<file path="src/rtl/vidctl_pkg.sv">
package vidctl_pkg;

  localparam int NUM_REGS     = 19;
  localparam int IDX_W        = 5;
  localparam int SHADOW_REGS  = 4;
  localparam int AUTO_BIT     = 5;
  localparam int SYNC_STAGES  = 2;
  localparam logic [6:0] DEV_ADDR = 7'h5D;

  typedef struct packed {
    logic       subLoad;
    logic       dataWr;
    logic       rdLoad;
    logic [7:0] rxByte;
  } ctrlStb_t;

  function automatic logic [7:0] regMask(input int idx);
    if (idx <= 3)       return 8'h7F;
    else if (idx <= 6)  return 8'h3F;
    else if (idx <= 12) return 8'hFF;
    else if (idx <= 17) return 8'h3F;
    else                return 8'hFF;
  endfunction

  function automatic logic [7:0] regReset(input int idx);
    case (idx)
      0:                   return 8'd71;
      1:                   return 8'd58;
      2:                   return 8'd64;
      3:                   return 8'd72;
      4:                   return 8'd16;
      5, 6:                return 8'd30;
      7, 8, 9:             return 8'd128;
      13, 14, 15, 16, 17:  return 8'd32;
      default:             return 8'd0;
    endcase
  endfunction

endpackage

</file>
<file path="src/rtl/vidctl_ctrl.sv">
module vidctl_ctrl
  import vidctl_pkg::*;
#(
  parameter int         SYNC_N     = SYNC_STAGES,
  parameter logic [6:0] DEV_ADDR_P = DEV_ADDR
) (
  input  logic       clk,
  input  logic       rstN,
  input  logic       sclIn,
  input  logic       sdaIn,
  input  logic [7:0] statusByte,
  output logic       sdaOe,
  output ctrlStb_t   stb
);

  typedef enum logic [2:0] {S_IDLE, S_RX, S_RXACK, S_TX, S_TXACK} busState_t;

  logic [SYNC_N-1:0] sclSync, sdaSync;
  logic sclS, sdaS, sclPrev, sdaPrev;
  logic sclRise, sclFall, startCond, stopCond;

  busState_t  state;
  logic [3:0] bitCnt;
  logic [7:0] shiftReg, txReg;
  logic [1:0] byteNum;
  logic       isRead, ackSeen;

  // two-flop synchronisers, idle bus is high
  always_ff @(posedge clk or negedge rstN) begin
    if (!rstN) begin
      sclSync <= '1;
      sdaSync <= '1;
      sclPrev <= 1'b1;
      sdaPrev <= 1'b1;
    end else begin
      sclSync <= {sclSync[SYNC_N-2:0], sclIn};
      sdaSync <= {sdaSync[SYNC_N-2:0], sdaIn};
      sclPrev <= sclS;
      sdaPrev <= sdaS;
    end
  end

  assign sclS      = sclSync[SYNC_N-1];
  assign sdaS      = sdaSync[SYNC_N-1];
  assign sclRise   = sclS & ~sclPrev;
  assign sclFall   = ~sclS & sclPrev;
  assign startCond = sclS & sclPrev & sdaPrev & ~sdaS;
  assign stopCond  = sclS & sclPrev & ~sdaPrev & sdaS;

  always_ff @(posedge clk or negedge rstN) begin
    if (!rstN) begin
      state    <= S_IDLE;
      bitCnt   <= '0;
      shiftReg <= '0;
      txReg    <= '0;
      byteNum  <= '0;
      isRead   <= 1'b0;
      ackSeen  <= 1'b0;
      sdaOe    <= 1'b0;
      stb      <= '0;
    end else begin
      stb <= '0;
      if (startCond) begin
        state   <= S_RX;
        bitCnt  <= '0;
        byteNum <= '0;
        isRead  <= 1'b0;
        sdaOe   <= 1'b0;
      end else if (stopCond) begin
        state <= S_IDLE;
        sdaOe <= 1'b0;
      end else begin
        case (state)
          S_RX: begin
            if (sclRise) begin
              shiftReg <= {shiftReg[6:0], sdaS};
              bitCnt   <= bitCnt + 4'd1;
            end else if (sclFall && bitCnt == 4'd8) begin
              byteNum <= (byteNum == 2'd2) ? 2'd2 : byteNum + 2'd1;
              if (byteNum == 2'd0) begin
                if (shiftReg[7:1] == DEV_ADDR_P) begin
                  sdaOe      <= 1'b1;
                  isRead     <= shiftReg[0];
                  state      <= S_RXACK;
                  if (shiftReg[0]) begin
                    txReg      <= statusByte;
                    stb.rdLoad <= 1'b1;
                  end
                end else begin
                  state <= S_IDLE;
                end
              end else begin
                sdaOe      <= 1'b1;
                state      <= S_RXACK;
                stb.rxByte <= shiftReg;
                if (byteNum == 2'd1) stb.subLoad <= 1'b1;
                else                 stb.dataWr  <= 1'b1;
              end
            end
          end
          S_RXACK: begin
            if (sclFall) begin
              bitCnt <= '0;
              if (isRead) begin
                state <= S_TX;
                sdaOe <= ~txReg[7];
              end else begin
                state <= S_RX;
                sdaOe <= 1'b0;
              end
            end
          end
          S_TX: begin
            if (sclFall) begin
              if (bitCnt == 4'd7) begin
                state <= S_TXACK;
                sdaOe <= 1'b0;
              end else begin
                txReg  <= {txReg[6:0], 1'b0};
                sdaOe  <= ~txReg[6];
                bitCnt <= bitCnt + 4'd1;
              end
            end
          end
          S_TXACK: begin
            if (sclRise) begin
              ackSeen <= ~sdaS;
            end else if (sclFall) begin
              if (ackSeen) begin
                state      <= S_TX;
                bitCnt     <= '0;
                txReg      <= statusByte;
                sdaOe      <= ~statusByte[7];
                stb.rdLoad <= 1'b1;
              end else begin
                state <= S_IDLE;
              end
            end
          end
          default: ;
        endcase
      end
    end
  end

endmodule

</file>
<file path="src/rtl/vidctl_regs.sv">
module vidctl_regs
  import vidctl_pkg::*;
#(
  parameter int NREG_P   = NUM_REGS,
  parameter int SHADOW_P = SHADOW_REGS
) (
  input  logic              clk,
  input  logic              rstN,
  input  ctrlStb_t          stb,
  input  logic              vblankStb,
  input  logic              lockLost,
  input  logic              field60,
  input  logic              stdIdent,
  input  logic [2:0]        stdSel,
  output logic [7:0]        statusByte,
  output logic [NREG_P*8-1:0] regFlat
);

  localparam int LAST_IDX = NREG_P - 1;

  logic [IDX_W-1:0] wrIdx;
  logic             autoInc, singleDone, pod, wrEn;

  always_ff @(posedge clk or negedge rstN) begin
    if (!rstN) begin
      wrIdx      <= '0;
      autoInc    <= 1'b0;
      singleDone <= 1'b0;
      pod        <= 1'b1;
    end else begin
      if (stb.subLoad) begin
        wrIdx      <= stb.rxByte[IDX_W-1:0];
        autoInc    <= stb.rxByte[AUTO_BIT];
        singleDone <= 1'b0;
      end else if (stb.dataWr) begin
        if (!autoInc)                    singleDone <= 1'b1;
        else if (int'(wrIdx) < LAST_IDX) wrIdx <= wrIdx + 1'b1;
      end
      if (stb.rdLoad) pod <= 1'b0;
    end
  end

  assign wrEn       = stb.dataWr & ~singleDone;
  assign statusByte = {pod, field60, lockLost, stdIdent, 1'b0, stdSel};

  for (genvar g = 0; g < NREG_P; g++) begin : gReg
    logic [7:0] held;
    always_ff @(posedge clk or negedge rstN) begin
      if (!rstN)                             held <= regReset(g);
      else if (wrEn && int'(wrIdx) == g)     held <= stb.rxByte & regMask(g);
    end
    if (g < SHADOW_P) begin : gShadow
      logic [7:0] live;
      always_ff @(posedge clk or negedge rstN) begin
        if (!rstN)          live <= regReset(g);
        else if (vblankStb) live <= held;
      end
      assign regFlat[g*8 +: 8] = live;
    end else begin : gDirect
      assign regFlat[g*8 +: 8] = held;
    end
  end

endmodule

</file>
<file path="src/rtl/vidctl_i2c_slave.sv">
module vidctl_i2c_slave
  import vidctl_pkg::*;
(
  input  logic       clk,
  input  logic       rstN,
  input  logic       sclIn,
  input  logic       sdaIn,
  output logic       sdaOe,
  input  logic       vblankStb,
  input  logic       lockLost,
  input  logic       field60,
  input  logic       stdIdent,
  input  logic [2:0] stdSel,
  output logic [6:0] brightOut,
  output logic [6:0] contrastOut,
  output logic [6:0] tintOut,
  output logic [6:0] satOut,
  output logic [5:0] sharpOut,
  output logic [5:0] rDriveOut,
  output logic [5:0] bDriveOut,
  output logic [7:0] rCutOut,
  output logic [7:0] gCutOut,
  output logic [7:0] bCutOut,
  output logic [7:0] srcCtrl,
  output logic [7:0] lumaCtrl,
  output logic [7:0] filtCtrl,
  output logic [5:0] hShiftOut,
  output logic [5:0] vSlopeOut,
  output logic [5:0] vSizeOut,
  output logic [5:0] sCorrOut,
  output logic [5:0] vShiftOut,
  output logic [7:0] deflCtrl
);

  ctrlStb_t               ctrlStb;
  logic [7:0]             statusByte;
  logic [NUM_REGS*8-1:0]  regFlat;
  logic                   unusedHi;

  vidctl_ctrl #(.SYNC_N(SYNC_STAGES), .DEV_ADDR_P(DEV_ADDR)) uCtrl (
    .clk(clk), .rstN(rstN), .sclIn(sclIn), .sdaIn(sdaIn),
    .statusByte(statusByte), .sdaOe(sdaOe), .stb(ctrlStb)
  );

  vidctl_regs #(.NREG_P(NUM_REGS), .SHADOW_P(SHADOW_REGS)) uRegs (
    .clk(clk), .rstN(rstN), .stb(ctrlStb), .vblankStb(vblankStb),
    .lockLost(lockLost), .field60(field60), .stdIdent(stdIdent),
    .stdSel(stdSel), .statusByte(statusByte), .regFlat(regFlat)
  );

  assign brightOut   = regFlat[6:0];
  assign contrastOut = regFlat[14:8];
  assign tintOut     = regFlat[22:16];
  assign satOut      = regFlat[30:24];
  assign sharpOut    = regFlat[37:32];
  assign rDriveOut   = regFlat[45:40];
  assign bDriveOut   = regFlat[53:48];
  assign rCutOut     = regFlat[63:56];
  assign gCutOut     = regFlat[71:64];
  assign bCutOut     = regFlat[79:72];
  assign srcCtrl     = regFlat[87:80];
  assign lumaCtrl    = regFlat[95:88];
  assign filtCtrl    = regFlat[103:96];
  assign hShiftOut   = regFlat[109:104];
  assign vSlopeOut   = regFlat[117:112];
  assign vSizeOut    = regFlat[125:120];
  assign sCorrOut    = regFlat[133:128];
  assign vShiftOut   = regFlat[141:136];
  assign deflCtrl    = regFlat[151:144];

  // masked-off upper bits are always zero
  assign unusedHi = ^{regFlat[7], regFlat[15], regFlat[23], regFlat[31],
                      regFlat[39:38], regFlat[47:46], regFlat[55:54],
                      regFlat[111:110], regFlat[119:118], regFlat[127:126],
                      regFlat[135:134], regFlat[143:142]};

endmodule

</file>
<file path="config.mk">
export PLATFORM = sky130hd
export DESIGN_NAME = vidctl_i2c_slave
export DESIGN_NICKNAME = d
export VERILOG_FILES = /design/src/rtl/vidctl_pkg.sv /design/src/rtl/vidctl_ctrl.sv /design/src/rtl/vidctl_regs.sv /design/src/rtl/vidctl_i2c_slave.sv
export SDC_FILE = /design/constraint.sdc
export NUM_CORES = 1
export LEC_CHECK = 0
export ABC_CLOCK_PERIOD_IN_PS = 2900
export BUFFER_PORTS_ARGS = -buffer_cell sky130_fd_sc_hd__buf_2
export CAP_MARGIN = 20
export CORE_MARGIN = 8
export CORE_UTILIZATION = 58
export CTS_CLUSTER_SIZE = 30
export DETAILED_ROUTE_END_ITERATION = 10
export PLACE_DENSITY = 0.82
export SYNTH_ARGS = -nofsm -noshare
export SYNTH_HDL_FRONTEND = slang
export SYNTH_HIERARCHICAL = 1
export SYNTH_SLANG_ARGS = --single-unit
</file>
<file path="constraint.sdc">
create_clock -name clk -period 2.9 [get_ports clk]
set_input_delay 0.435 -clock clk [delete_from_list [all_inputs] [get_ports clk]]
set_output_delay 0.435 -clock clk [all_outputs]
set_load 0.02 [all_outputs]
</file>
==> results.cfg, run 1 <==
[finish]
nFillCells = 1027
final_common_cell = mux2_2
multi_input_area_um2 = 3380
final_cell_mix = 171 x mux2_2, 167 x dfrtp_1, 142 x buf_2
regArea_um2 = 5390
synthToLayoutAreaGrowth_pct = 17.6
stdcell_count = 995
drive_above_1_share_pct = 54.1
fin_area_um2 = 10700
utilization_pct = 69.9
diodes = 0
fin_nets = 789

[global_route]
antenna_found_initial = 0
grt_pass1_vias = 5942
grt_pass1_wl_um = 32300
grtUsageTotal_pct = 20.0
grt_max_degree = 81
grt_overflow = 0

[setup_path]
cp_max_fo = 12
crit_required_ns = 3.30
cp_cell_sequence = or3b_4, nor2_4, a211oi_2, or4_4, o311ai_2
crit_type = reg2reg
max_stage_delay_ns = 0.56
cp_data_arrival_time_ns = 2.59
worst_path_max_delay_cell = dfrtp_1
start_kind = flop
cp-end-kind = flop

[routing]
dr.pass1.iters = 5
postRouteAntennaNets = 0
vias_per_cell = 5.61
vias = 5577
post_drt_wl_per_cell_um = 20.3
first_iter_violations = 250
drc_errors = 0
wl_met1_um = 8390
dr.max_layer_used = met4
wl_met2_um = 10500
drt-total-wl_um = 20200
dr_wl_met3_um = 1080

[floorplanning]
num_rows = 45
io_pins = 144
fp.dieH_um = 141
start_util_pct = 59.4
core_um2 = 15300
dieArea_um2 = 19900
fp.dieW_um = 141

[place]
pre_cts_ws_ns = 0.724
portBuffers = 143
hpwl_um = 13700
place_area_um2 = 9870
gp_congestion = 0.895
dpl.cell_count = 954

[sta]
setup_viol_count_final = 0
tightestPinTransition_ns = 0.876
setup_tns_ns = 0
period_minus_slack_ns = 2.19
fmax_mhz = 456
rsz0062_at_grt = false
fin_ws_ns = 0.707
whs_ns = 0.0476
maxSlewViolCount = 0
hold_viol_final = 0
fin_crit_sh_pct = 75.6
slew_headroom_pct = 41.6
clock_skew_ns = 0.0133

[clock_tree]
clk-insertion-delay-late_ns = 0.49
cts_tree = done
cts-root-buf = clkbuf_16
cts.sinks = 213
cts_buffers = 22
clkTransAtPathRegs_ns = 0.06
cts_post_setup_buffers_inserted = 0
htreeDepth = 1
clk_path_buf_depth = 3

[pwr]
p_per_area_nw_per_um2 = 592
finalPower_mw = 6.31
p_leak_nw = 5.48
peakVddDrop_mv = 0.384

[run_status]
status = finished, final reports clean

[logic_synthesis]
ys_warn_count = 6
syn_area_um2 = 9070
synthesis.nets = 661
syn_inst = 640
syn_area_per_cell_um2 = 14.2

[run]
drv_cap = 0

[min_path]
hold_class = in2reg
-- registers in the layout, summed over array words and instances (netlist names), 3 cells and up --
name	cells
uCtrl/txReg	8
uCtrl/shiftReg	8
uCtrl/state	3
uRegs/gReg.gShadow.live	28
uCtrl/stb	11
uRegs/wrIdx	5
uRegs/gReg.held	132
uCtrl/bitCnt	4
-- area by class of cell --
class,count,share of cell area (%)
sequential,213,50.5
multi-input combinational,367,31.7
timing repair buffer,147,7.34
clock buffer,31,6.15
tap,211,2.48
clock inverter,9,1.15
inverter,17,0.599
-- layer usage --
layer  up-vias  global-route usage, %
li1       2519                      -
met3        22                   3.78
met1      2888                   24.7
met2       148                   35.2
met4         0                   5.54
met5         -                      0
-- power breakdown --
group	switching (mW)	internal [mW]	leakage (nW)
sequential	0.0562	3.06	2.79
combinational	0.153	0.0983	2.30
clock	1.10	1.84	0.385
-- path summary, 6_finish.rpt --
path,startpoint,end,slack (ns),depth (start not counted)
setup / recovery,uCtrl/state[0],uCtrl/bitCnt[2],0.71,5
hold / removal,sclIn,uCtrl/sclSync[0],0.05,1
setup reg to reg,uCtrl/state[0],uCtrl/bitCnt[2],0.71,5
hold reg to reg,uCtrl/sdaSync[0],uCtrl/sdaSync[1],0.36,0
max in group asynchronous,rstN,uRegs/gReg[15].held[5],1.59,3
min in group asynchronous,rstN,uRegs/gReg[1].gShadow.live[0],0.50,2
-- worst max-delay path: cells and delay by family, from the launching register on --
| kind | cells | cell delay, ns |
|---|---|---|
| DFF | 1 | 0.56 |
| AOI/OAI and AO/OA | 2 | 0.31 |
| and+or+nand+nor | 3 | 1.22 |
-- timing repair --
item,4_1_cts,5_1_grt
endpoints found under the hold margin,48,0
hold buffers,1,0
gates resized for setup,0,0
No activity file was read; power rests on OpenSTA's default activity.
==> run 2: changes to the inputs <==
--- a/config.mk
+++ b/config.mk
@@ -5,14 +5,14 @@
 export SDC_FILE = /design/constraint.sdc
 export NUM_CORES = 1
 export LEC_CHECK = 0
-export ABC_CLOCK_PERIOD_IN_PS = 2900
+export ABC_CLOCK_PERIOD_IN_PS = 1900
 export BUFFER_PORTS_ARGS = -buffer_cell sky130_fd_sc_hd__buf_2
 export CAP_MARGIN = 20
 export CORE_MARGIN = 8
-export CORE_UTILIZATION = 58
+export CORE_UTILIZATION = 51
 export CTS_CLUSTER_SIZE = 30
 export DETAILED_ROUTE_END_ITERATION = 10
-export PLACE_DENSITY = 0.82
+export PLACE_DENSITY = 0.77
 export SYNTH_ARGS = -nofsm -noshare
 export SYNTH_HDL_FRONTEND = slang
 export SYNTH_HIERARCHICAL = 1
==> constraint.sdc (replaced) <==
create_clock -name clk -period 1.9 [get_ports clk]
set_input_delay 0.285 -clock clk [delete_from_list [all_inputs] [get_ports clk]]
set_output_delay 0.285 -clock clk [all_outputs]
set_load 0.02 [all_outputs]
==> run 2 against run 1 <==
Against the previous run:
- the flow now finishes with violations (negative setup slack)
- cell area is 5.2% higher
- clock power is 51% higher
- cell count is 6.5% higher
- first-iteration DRC count is 10% higher
- worst setup slack worse by 0.73 ns
- core utilization is 5.3 points lower
- critical endpoint unchanged
- largest cell class unchanged
- largest power group unchanged
==> results.cfg, run 2 (synthesis results as in run 1) <==
[run_status]
status = finished, violations left
violations = negative setup slack

[pwr]
p_per_area_nw_per_um2 = 862
peakVddDrop_mv = 0.798
power.share.clock_pct = 46.0
p_comb_share_pct = 5.0
p_leak_nw = 5.77
p_int_mw = 7.67
power_frac_seq_pct = 49.0
p_sw_mw = 2.00
switching_share_pct = 20.7

[sta]
setup_viol_count_final = 1
maxSlewViolCount = 0
setup_tns_ns = -0.0205
hold_viol_final = 0
tightestPinTransition_ns = 0.972
fin_ws_ns = -0.0205
fmax_mhz = 521
whs_ns = 0.0324
fin_crit_sh_pct = 101
slew_headroom_pct = 35.2
rsz0062_at_grt = true
period_minus_slack_ns = 1.92
clock_skew_ns = 0.0126

[run]
drv_cap = 0

[floorplanning]
core_um2 = 17400
num_rows = 48
io_pins = 144
fp.dieW_um = 149
dieArea_um2 = 22300
start_util_pct = 52.2
fp.dieH_um = 149

[routing]
wl_met1_um = 8370
vias = 5826
dr_wl_met3_um = 1230
vias_per_cell = 5.50
drt-total-wl_um = 21400
dr.pass1.iters = 4
dr.max_layer_used = met4
first_iter_violations = 276
postRouteAntennaNets = 0
drc_errors = 0
post_drt_wl_per_cell_um = 20.2
wl_met2_um = 11200

[setup_path]
start_kind = flop
crit_required_ns = 2.29
cp_data_arrival_time_ns = 2.31
crit_type = reg2reg
cp-end-kind = flop
cp_max_fo = 4

[global_route]
grtUsageTotal_pct = 18.9
grt_pass1_wl_um = 34000
antenna_found_initial = 0
grt_pass1_vias = 6326
grt_max_degree = 64
grt_overflow = 0

[finish]
fin_nets = 840
diodes = 0
nFillCells = 1256
final_common_cell = mux2_2
largest_reg_flops = 132
fin_area_um2 = 11200
top_register = uRegs/gReg.held
final_cell_mix = 171 x mux2_2, 166 x dfrtp_1, 142 x buf_2
reg_top3 = uRegs/gReg.held (132), uRegs/gReg.gShadow.live (28), uCtrl/stb (11)
drive_above_1_share_pct = 58.9
synthToLayoutAreaGrowth_pct = 23.7

[clock_tree]
clk_path_buf_depth = 3
cts-root-buf = clkbuf_16
cts_buffers = 22
clkTransAtPathRegs_ns = 0.06
cts_tree = done
cts.sinks = 213
htreeDepth = 1
clk-insertion-delay-late_ns = 0.49

[place]
hpwl_um = 14700
gp_congestion = 0.921
portBuffers = 143
place_area_um2 = 10200

[min_path]
hold_class = in2reg
[run 2: changes by cell type in the layout (fill, tap and decap cells not counted), moves of 3 or more]
cell	change
a21oi_1	-4
clkinv_2	-3
buf_4	+45
ha_2	+3
ha_1	-3
buf_12	+4
a21oi_2	+3
clkbuf_8	+3
[run 2: metal layers]
metal | global-route usage, % | vias up
li1 | - | 2634
met1 | 22.2 | 2961
met2 | 33.9 | 181
met3 | 3.79 | 50
met4 | 6.01 | 0
met5 | 0 | -
[run 2: per-stage QoR]
step	worst slack [ns]	total power, mW	instances	util (%)
after floorplan	-0.00811	5.04	640	-
after global placement	0.0572	5.23	1006	58.8
after detailed placement	-0.0388	5.26	1006	58.8
after CTS	0.00662	9.75	1051	63.6
after global routing	-0.0461	10.0	1060	64.6
final	-0.0205	9.67	1060	64.6
[run 2: layout make-up]
type | count | area, um^2 | share of cell area, %
Inverter | 17 | 63.8 | 0.569
Multi-Input combinational cell | 367 | 3480 | 31.1
Sequential cell | 213 | 5390 | 48.1
Clock inverter | 4 | 70.1 | 0.625
Clock buffer | 36 | 704 | 6.28
Timing Repair Buffer | 198 | 1220 | 10.9
Tap cell | 225 | 282 | 2.51
[run 2: power by group through the flow]
stage | registers, mW | logic, mW | clock network, mW
6_report | 4.74 | 0.484 | 4.45
5_1_grt | 4.75 | 0.537 | 4.75
4_1_cts | 4.73 | 0.467 | 4.55
3_5_place_dp | 4.81 | 0.452 | 0
3_3_place_gp | 4.80 | 0.431 | 0
2_1_floorplan | 4.81 | 0.232 | 0
[run 2: worst paths after layout]
path	slack, ns	start	to	cells after the start
worst max-delay path	-0.02	uCtrl/state[2]	uCtrl/bitCnt[2]	5
max in group asynchronous	0.83	rstN	uCtrl/sclPrev	3
min in group asynchronous	0.34	rstN	uRegs/gReg[0].held[5]	2
worst max register to register	-0.02	uCtrl/state[2]	uCtrl/bitCnt[2]	5
worst min register to register	0.35	uCtrl/sclSync[0]	uCtrl/sclSync[1]	0
worst min-delay path	0.03	stdSel[0]	uCtrl/txReg[0]	3
[run 2: worst max-delay path, stage by stage, from the launching register on]
cell and delay, ns:
dfrtp_1 0.41, or3b_4 0.44, nor2_4 0.13, a211oi_2 0.07, or4_4 0.53, o311ai_2 0.24
[run 2: repair_timing]
action,in CTS,in global routing
setup buffers,2,9
hold buffers,3,0
pin swaps,1,3
hold endpoints to repair,44,0
gates resized for setup,3,18
setup endpoints to repair,8,72
==> run 3: changes to the inputs <==
--- a/config.mk
+++ b/config.mk
@@ -9,10 +9,10 @@
 export BUFFER_PORTS_ARGS = -buffer_cell sky130_fd_sc_hd__buf_2
 export CAP_MARGIN = 20
 export CORE_MARGIN = 8
-export CORE_UTILIZATION = 51
+export CORE_UTILIZATION = 30
 export CTS_CLUSTER_SIZE = 30
 export DETAILED_ROUTE_END_ITERATION = 10
-export PLACE_DENSITY = 0.77
+export PLACE_DENSITY = 0.57
 export SYNTH_ARGS = -nofsm -noshare
 export SYNTH_HDL_FRONTEND = slang
 export SYNTH_HIERARCHICAL = 1
==> run 3 against run 2 <==
Against the previous run:
- the flow now finishes without violations
- first-iteration DRC count up 5.4%
- sequential cell count unchanged
- combinational power up 1%
- cell count up 17%
- die area up 62%
- worst setup slack better by 0.028 ns
- critical endpoint unchanged
- clock-buffer cell count up 1
==> results.cfg, run 3 (synthesis results as in run 1) <==
[floorplanning]
io_pins = 144
num_rows = 63
start_util_pct = 30.5
fp.dieW_um = 190
core_um2 = 29700
fp.dieH_um = 190
dieArea_um2 = 36000

[global_route]
grt_max_degree = 59
antenna_found_initial = 1
grt_overflow = 0
grt_pass1_vias = 5982
grtUsageTotal_pct = 11.9
grt_pass1_wl_um = 34700

[sta]
period_minus_slack_ns = 1.89
setup_viol_count_final = 0
rsz0062_at_grt = true
fin_ws_ns = 0.00794
maxSlewViolCount = 0
hold_viol_final = 0
setup_tns_ns = 0
fin_crit_sh_pct = 99.6
tightestPinTransition_ns = 0.960
fmax_mhz = 529
slew_headroom_pct = 36.0
clock_skew_ns = 0.0199

[clock_tree]
clk_path_buf_depth = 3
cts_buffers = 25
cts.sinks = 213
clk-insertion-delay-late_ns = 0.52
cts_tree = done
clkTransAtPathRegs_ns = 0.06
htreeDepth = 1
cts-root-buf = clkbuf_16

[place]
pre_cts_ws_ns = -0.0349
hpwl_um = 15100
portBuffers = 143
gp_congestion = 0.855
place_area_um2 = 10600

[pwr]
peakVddDrop_mv = 0.593
p_leak_nw = 5.82
p_per_area_nw_per_um2 = 855

[finish]
drive_above_1_share_pct = 58.4
reg_top3 = uRegs/gReg.held (132), uRegs/gReg.gShadow.live (28), uCtrl/stb (11)
final_common_cell = mux2_2
nFillCells = 2856
final_cell_mix = 171 x mux2_2, 165 x dfrtp_1, 142 x buf_2
largest_reg_flops = 132
fin_area_um2 = 11500
synthToLayoutAreaGrowth_pct = 27.1
fin_nets = 856
diodes = 0
top_register = uRegs/gReg.held

[routing]
drc_errors = 0
first_iter_violations = 291
dr.pass1.iters = 4
postRouteAntennaNets = 0
vias_per_cell = 4.63
drt-total-wl_um = 21800
vias = 5754
post_drt_wl_per_cell_um = 17.6

[min_path]
hold_start = stdSel[1]
min_to = uCtrl/txReg[1]
hold_class = in2reg
hold_path_depth = 4

[setup_path]
crit_type = reg2reg
cp_data_arrival_time_ns = 2.30
cp-startpoint = uCtrl/state[1]
cp_max_fo = 5
worst-r2r-setup-slack_ns = 0.008
crit_required_ns = 2.31
reg2regPathDepth = 5
start_kind = flop
r2r_end = uCtrl/bitCnt[2]
cp-end-kind = flop
r2r_start = uCtrl/state[1]

[run]
drv_cap = 0

[run_status]
status = finished, final reports clean
-- run 3: changes by cell type in the layout (fill, tap and decap cells not counted), sizes merged --
| cell | previous run | this run |
|---|---|---|
| buf | 194 | 205 |
| clkbuf | 37 | 39 |
| clkinv | 2 | 4 |
| clkinvlp | 0 | 1 |
| dlygate4sd3 | 3 | 4 |
| inv | 17 | 18 |
-- run 3: per-layer routing --
layer | wire length (um) | GRT usage, % | vias to the layer above
met5 | 0 | 0 | -
met4 | 301 | 2.98 | 0
met3 | 1160 | 2.60 | 23
met2 | 10800 | 20.2 | 112
met1 | 9520 | 15.3 | 2955
li1 | - | - | 2664
-- run 3: worst max path at each step --
stage                 endpoint  slack (ns)  depth (start not counted)
6_report       uCtrl/bitCnt[2]       0.008                          5
3_5_place_dp   uCtrl/bitCnt[2]       -0.03                          5
2_1_floorplan     uCtrl/isRead      -0.008                          6
3_3_place_gp   uCtrl/bitCnt[2]       0.001                          5
5_1_grt        uCtrl/bitCnt[2]       -0.06                          5
4_1_cts        uCtrl/bitCnt[2]       -0.01                          5
-- run 3: report_power, final --
| group | switching (mW) | internal (mW) |
|---|---|---|
| clock | 1.85 | 2.79 |
| combinational | 0.272 | 0.217 |
| sequential | 0.0701 | 4.67 |
-- run 3: area by class of cell --
type | count | area, um^2 | share of cell area (%)
Timing Repair Buffer | 211 | 1330 | 11.6
Clock buffer | 37 | 691 | 5.99
Tap cell | 390 | 488 | 4.23
Inverter | 17 | 63.8 | 0.554
Clock inverter | 8 | 100 | 0.868
Sequential cell | 213 | 5390 | 46.8
Multi-Input combinational cell | 367 | 3460 | 30.0
-- run 3: repair_timing --
item / CTS / global route
setup endpoints to repair: 15 / 30
endpoints found under the hold margin: 43 / 0
pin swaps: 0 / 5
hold buffers: 4 / 0
setup buffers: 0 / 5
gates resized for setup: 3 / 13
-- run 3: per-stage QoR --
| step | hold WS [ns] | cells | power [mW] | utilization [%] |
|---|---|---|---|---|
| floorplan | -0.0106 | 640 | 5.04 | - |
| global placement | 0.312 | 1189 | 5.28 | 35.6 |
| detailed placement | 0.316 | 1189 | 5.29 | 35.6 |
| CTS | 0.0879 | 1238 | 10.0 | 38.5 |
| global route | 0.107 | 1243 | 10.3 | 38.8 |
| finish | 0.111 | 1243 | 9.86 | 38.8 |
-- run 3: worst max-delay path, cell delays in order (launching register included) --
cell	delay [ns]
dfrtp_1	0.40
or3b_4	0.45
nor2_4	0.14
a211oi_2	0.05
or4_4	0.53
o311ai_2	0.21
